`src/rtl/lockdet_pkg.sv`:
```
package lockdet_pkg;

  // Classification of one phase-error sample against both thresholds.
  typedef struct packed {
    logic big;     // at or beyond the loss-of-lock threshold
    logic in_win;  // inside the tight stable-lock window
  } sample_cls_t;

endpackage

```
`src/rtl/lockdet_classify.sv`:
```
module lockdet_classify
  import lockdet_pkg::*;
#(
  parameter int ERR_W      = 12,
  parameter int LOL_THRESH = 32,
  parameter int LOCK_WIN   = 16
) (
  input  logic [ERR_W-1:0] err,
  output sample_cls_t      cls
);

  localparam logic [ERR_W-1:0] LOL_T   = ERR_W'(LOL_THRESH);
  localparam logic [ERR_W-1:0] WIN_T   = ERR_W'(LOCK_WIN);
  localparam logic [ERR_W-1:0] MIN_NEG = {1'b1, {(ERR_W-1){1'b0}}};

  logic [ERR_W-1:0] mag;
  logic             is_min_neg;

  always_comb begin
    is_min_neg = (err == MIN_NEG);
    mag        = err[ERR_W-1] ? (~err + 1'b1) : err;
    cls.big    = is_min_neg || (mag >= LOL_T);
    cls.in_win = !is_min_neg && (mag <= WIN_T);
  end

endmodule

```
`src/rtl/lockdet_run.sv`:
```
module lockdet_run
  import lockdet_pkg::*;
#(
  parameter int RUN_LEN = 8
) (
  input  logic clk,
  input  logic rst_n,
  input  logic sample_vld,
  input  logic sample_in_win,
  input  logic force_clear,
  output logic locked_q
);

  localparam int CNT_W = $clog2(RUN_LEN + 1);
  localparam logic [CNT_W-1:0] RUN_TOP = CNT_W'(RUN_LEN);

  logic [CNT_W-1:0] run_cnt;
  logic [CNT_W-1:0] run_nxt;

  always_comb begin
    run_nxt = run_cnt;
    if (sample_vld) begin
      if (!sample_in_win)          run_nxt = '0;
      else if (run_cnt != RUN_TOP) run_nxt = run_cnt + 1'b1;
    end else if (force_clear) begin
      run_nxt = '0;
    end
  end

  always_ff @(posedge clk) begin
    if (!rst_n) begin
      run_cnt  <= '0;
      locked_q <= 1'b0;
    end else begin
      run_cnt  <= run_nxt;
      locked_q <= (run_nxt == RUN_TOP);
    end
  end

  AST_RUN_BOUND: assert property (@(posedge clk) disable iff (!rst_n)
    run_cnt <= RUN_TOP);

  AST_OUTWIN_DROPS: assert property (@(posedge clk) disable iff (!rst_n)
    sample_vld && !sample_in_win |=> !locked_q && (run_cnt == '0));

  AST_LOCK_HOLDS: assert property (@(posedge clk) disable iff (!rst_n)
    locked_q && sample_vld && sample_in_win |=> locked_q);

endmodule

```
`src/rtl/lockdet_starve.sv`:
```
module lockdet_starve #(
  parameter int GAP_MAX = 64
) (
  input  logic clk,
  input  logic rst_n,
  input  logic sample_vld,
  output logic starve
);

  localparam int GAP_W = $clog2(GAP_MAX + 1);
  localparam logic [GAP_W-1:0] GAP_TOP  = GAP_W'(GAP_MAX);
  localparam logic [GAP_W-1:0] GAP_LAST = GAP_W'(GAP_MAX - 1);

  logic [GAP_W-1:0] gap_cnt;

  always_ff @(posedge clk) begin
    if (!rst_n)                  gap_cnt <= '0;
    else if (sample_vld)         gap_cnt <= '0;
    else if (gap_cnt != GAP_TOP) gap_cnt <= gap_cnt + 1'b1;
  end

  assign starve = !sample_vld && (gap_cnt == GAP_LAST);

  AST_GAP_RESETS: assert property (@(posedge clk) disable iff (!rst_n)
    sample_vld |=> (gap_cnt == '0));

endmodule

```
`src/rtl/phase_lock_detect.sv`:
```
module phase_lock_detect
  import lockdet_pkg::*;
#(
  parameter int ERR_W      = 12,
  parameter int LOL_THRESH = 32,
  parameter int LOCK_WIN   = 16,
  parameter int RUN_LEN    = 8,
  parameter int GAP_MAX    = 64
) (
  input  logic             clk,
  input  logic             rst_n,
  input  logic             err_valid,
  output logic             err_ready,
  input  logic [ERR_W-1:0] err_data,
  output logic             lol,
  output logic             locked
);

  sample_cls_t cls;
  logic        starve;

  assign err_ready = 1'b1;

  lockdet_classify #(
    .ERR_W(ERR_W), .LOL_THRESH(LOL_THRESH), .LOCK_WIN(LOCK_WIN)
  ) u_classify (
    .err (err_data),
    .cls (cls)
  );

  lockdet_starve #(.GAP_MAX(GAP_MAX)) u_starve (
    .clk        (clk),
    .rst_n      (rst_n),
    .sample_vld (err_valid),
    .starve     (starve)
  );

  lockdet_run #(.RUN_LEN(RUN_LEN)) u_run (
    .clk           (clk),
    .rst_n         (rst_n),
    .sample_vld    (err_valid),
    .sample_in_win (cls.in_win),
    .force_clear   (starve),
    .locked_q      (locked)
  );

  always_ff @(posedge clk) begin
    if (!rst_n)         lol <= 1'b1;
    else if (err_valid) lol <= cls.big;
    else if (starve)    lol <= 1'b1;
  end

  AST_LOL_ON_BIG: assert property (@(posedge clk) disable iff (!rst_n)
    err_valid && cls.big |=> lol);

  AST_LOL_CLEARS: assert property (@(posedge clk) disable iff (!rst_n)
    err_valid && !cls.big |=> !lol);

  AST_IDLE_HOLDS: assert property (@(posedge clk) disable iff (!rst_n)
    !err_valid && !starve |=> $stable(lol) && $stable(locked));

  AST_STARVE_DROPS: assert property (@(posedge clk) disable iff (!rst_n)
    starve |=> lol && !locked);

  AST_NOT_BOTH: assert property (@(posedge clk) disable iff (!rst_n)
    !(lol && locked));

  AST_LOCK_RISE_ON_SAMPLE: assert property (@(posedge clk) disable iff (!rst_n)
    $rose(locked) |-> $past(err_valid));

endmodule

```
`config.mk`:
```
export PLATFORM = sky130hd
export DESIGN_NAME = phase_lock_detect
export DESIGN_NICKNAME = d
export VERILOG_FILES = /design/src/rtl/lockdet_pkg.sv /design/src/rtl/lockdet_classify.sv /design/src/rtl/lockdet_run.sv /design/src/rtl/lockdet_starve.sv /design/src/rtl/phase_lock_detect.sv
export SDC_FILE = /design/constraint.sdc
export NUM_CORES = 1
export LEC_CHECK = 0
export BUFFER_PORTS_ARGS = -buffer_cell sky130_fd_sc_hd__clkbuf_2
export CAP_MARGIN = 20
export CORE_MARGIN = 3
export CORE_UTILIZATION = 40
export CTS_CLUSTER_DIAMETER = 50
export DETAILED_ROUTE_END_ITERATION = 8
export PLACE_DENSITY_LB_ADDON = 0.2
export SYNTH_ARGS = -nofsm -noshare
export SYNTH_HDL_FRONTEND = slang
export SYNTH_SLANG_ARGS = --single-unit
```
`constraint.sdc`:
```
create_clock -name clk -period 2.42 [get_ports clk]
set_clock_uncertainty 0.1 [all_clocks]
set_input_delay 0.121 -clock clk [delete_from_list [all_inputs] [get_ports clk]]
set_output_delay 0.121 -clock clk [all_outputs]
set_load 0.05 [all_outputs]
```
==> results.json <==
{
  "status": "finished, final reports clean",
  "synth_nets": 116,
  "clk_pin_slew_ps": 90,
  "clock_latency_ps": 270,
  "start_kind": "register",
  "synth_top_family_by_area": "simple AND/OR/NAND/NOR gates",
  "critPathKind": "reg -> reg",
  "synth.avg_cell_area_um2": 8.42,
  "fin_crit_ps": 1810,
  "clock_sinks": 13,
  "grt_max_degree": 9,
  "die_h_um": 51.2,
  "cts_setup_buffers": 0,
  "setup_violations": 0,
  "finalHoldViolations": 0,
  "wl_um": 1590,
  "synthCells": 97,
  "fmax_mhz": 551,
  "placed_cells": 138,
  "dr.pass1.iters": 6,
  "critPathArrivalTime_ps": 1870,
  "rows": 15,
  "fin_cells": 143,
  "slew_violations": 0,
  "synthSimpleGateAreaFrac": 0.317,
  "n_antenna_cell": 0,
  "path_max_fanout": 5,
  "hpwl_um": 1310,
  "p_leak_nw": 0.381,
  "start_util": 0.449,
  "ys_types": 37,
  "final_cell_mix": "clkbuf_2, nor2_1, dfxtp_1",
  "worst_slack_ps": 606,
  "wl_per_cell_um": 11.1,
  "initialDrtViolationCount": 12,
  "vias_per_cell": 5.13,
  "fin_area_um2": 966,
  "ys_seq_elements": 13,
  "hold_class": "in -> reg",
  "yosysSeqAreaShare": 0.319,
  "rsz0062_at_grt": "false",
  "synthXorXnorAreaFrac": 0.0750,
  "io_pins": 18,
  "synth_area_um2": 817,
  "core_area_mm2": 0.00182,
  "fin_setup_tns_ps": 0,
  "antenna_found_initial": 0,
  "synth-compound-area-share": 0.179,
  "vias": 733,
  "synth_top_area_share": 0.319,
  "ir_worst_vdd_mv": 0.263,
  "placed_area_um2": 928,
  "cts_buffers": 3,
  "end_kind": "register",
  "synthMuxAreaShare": 0.0123,
  "gp_congestion": 0.823,
  "synth_top_area_cell": "dfxtp_1",
  "synthAdderAreaFrac": 0.0613,
  "area_delta_synth_final_pct": 18.2,
  "cts_buffer_depth": 2,
  "final_common_cell": "clkbuf_2",
  "nets": 138,
  "required_ps": 2470,
  "yosys_warnings": 0,
  "grt_pass1_wl_um": 2910,
  "pre_cts_ws_ps": 445,
  "dieArea_mm2": 0.00262,
  "track_usage": 0.145,
  "drc": 0,
  "ys_top_cells_by_area": "dfxtp_1, ha_1, nor2_1, nand3_1, xnor2_1",
  "cts_root_buffer": "clkbuf_4",
  "min_period_over_period": 0.749,
  "grt_overflow_total": 0,
  "die_x_um": 51.2,
  "port_buffers": 16,
  "drive_gt1_frac": 0.246,
  "p_per_area_mw_per_mm2": 417,
  "cts_tree": "built",
  "cts.htree.levels": 1,
  "ctsResizeCount": 0,
  "grt_pass1_vias": 695,
  "drv_cap": 0,
  "postRouteAntennaNets": 0
}
==> synthesized netlist by cell type <==
cell	instances
a211oi_1	1
a21oi_1	2
a222oi_1	1
a31oi_1	3
a31oi_2	1
a32oi_1	1
and2_0	1
and3_1	2
and3_2	1
buf_4	1
conb_1	1
dfxtp_1	13
ha_1	4
inv_1	5
mux2i_1	1
nand2_1	6
nand2b_1	2
nand3_1	7
nand3b_1	2
nand4_1	1
nor2_1	13
nor2b_1	2
nor3_1	2
nor3b_1	1
nor4_1	1
nor4b_1	1
nor4bb_1	1
o2111ai_2	1
o211ai_1	1
o21a_1	1
o21ai_0	4
o31ai_1	1
o31ai_4	1
or3_2	2
or4_4	2
xnor2_1	4
xor2_1	3
==> cell families after synthesis <==
group           count (synthesis)
xor+xnor                        7
buf+inv                         6
simple gates                   47
other cells                     1
compound gates                 18
fa+ha+maj                       4
flops                          13
mux                             1
==> critical path: stages (launching register included) <==
cell and delay [ps]:
dfxtp_1 420, ha_1 210, nand3_1 160, nor3_1 400, nor2_1 160, a31oi_1 160, a211oi_1 90
==> flip-flops by register name (all words and copies together), names as in the netlist <==
name,flops
u_run.run_cnt,4
u_starve.gap_cnt,7
u_run.locked_q,1
lol,1
==> stage by stage <==
step / total power, mW / util / hold slack (ps)
2_1_floorplan: 0.250 / - / 97.2
3_3_place_gp: 0.271 / 0.510 / 253
3_5_place_dp: 0.272 / 0.510 / 260
4_1_cts: 0.409 / 0.531 / 91.9
5_1_grt: 0.426 / 0.531 / 130
6_report: 0.402 / 0.531 / 104
==> layout make-up <==
type,count,area [um2]
clock inverter,1,5.00
inverter,5,18.8
multi-input combinational,78,531
sequential,13,260
timing repair buffer,18,97.6
tap,25,31.3
clock buffer,3,22.5
fill,192,855
==> final timing paths <==
check | cells past startpoint | slack (ps) | end | from
max | 6 | 610 | u_run.run_cnt[0] | u_starve.gap_cnt[0]
min | 3 | 100 | lol | err_valid
max reg2reg | 6 | 610 | u_run.run_cnt[0] | u_starve.gap_cnt[0]
min reg2reg | 2 | 420 | u_run.run_cnt[3] | u_run.run_cnt[3]
==> report_power, final <==
part           switching, mW  internal, mW  total [mW]
Sequential           0.00228         0.216       0.218
Clock                 0.0728        0.0612       0.134
Combinational         0.0284        0.0222      0.0506
==> timing repair <==
item,CTS,global route
hold buffers,1,0
hold endpoints to repair,1,0
endpoints found under the setup margin,0,0
==> layer usage <==
layer  global-route usage  routed length (um)
met3               0.0175                  65
met1                0.205                 846
met5                    0                   0
met4               0.0807                  27
met2                0.210                 653
Power figures use the tool's default switching activity.
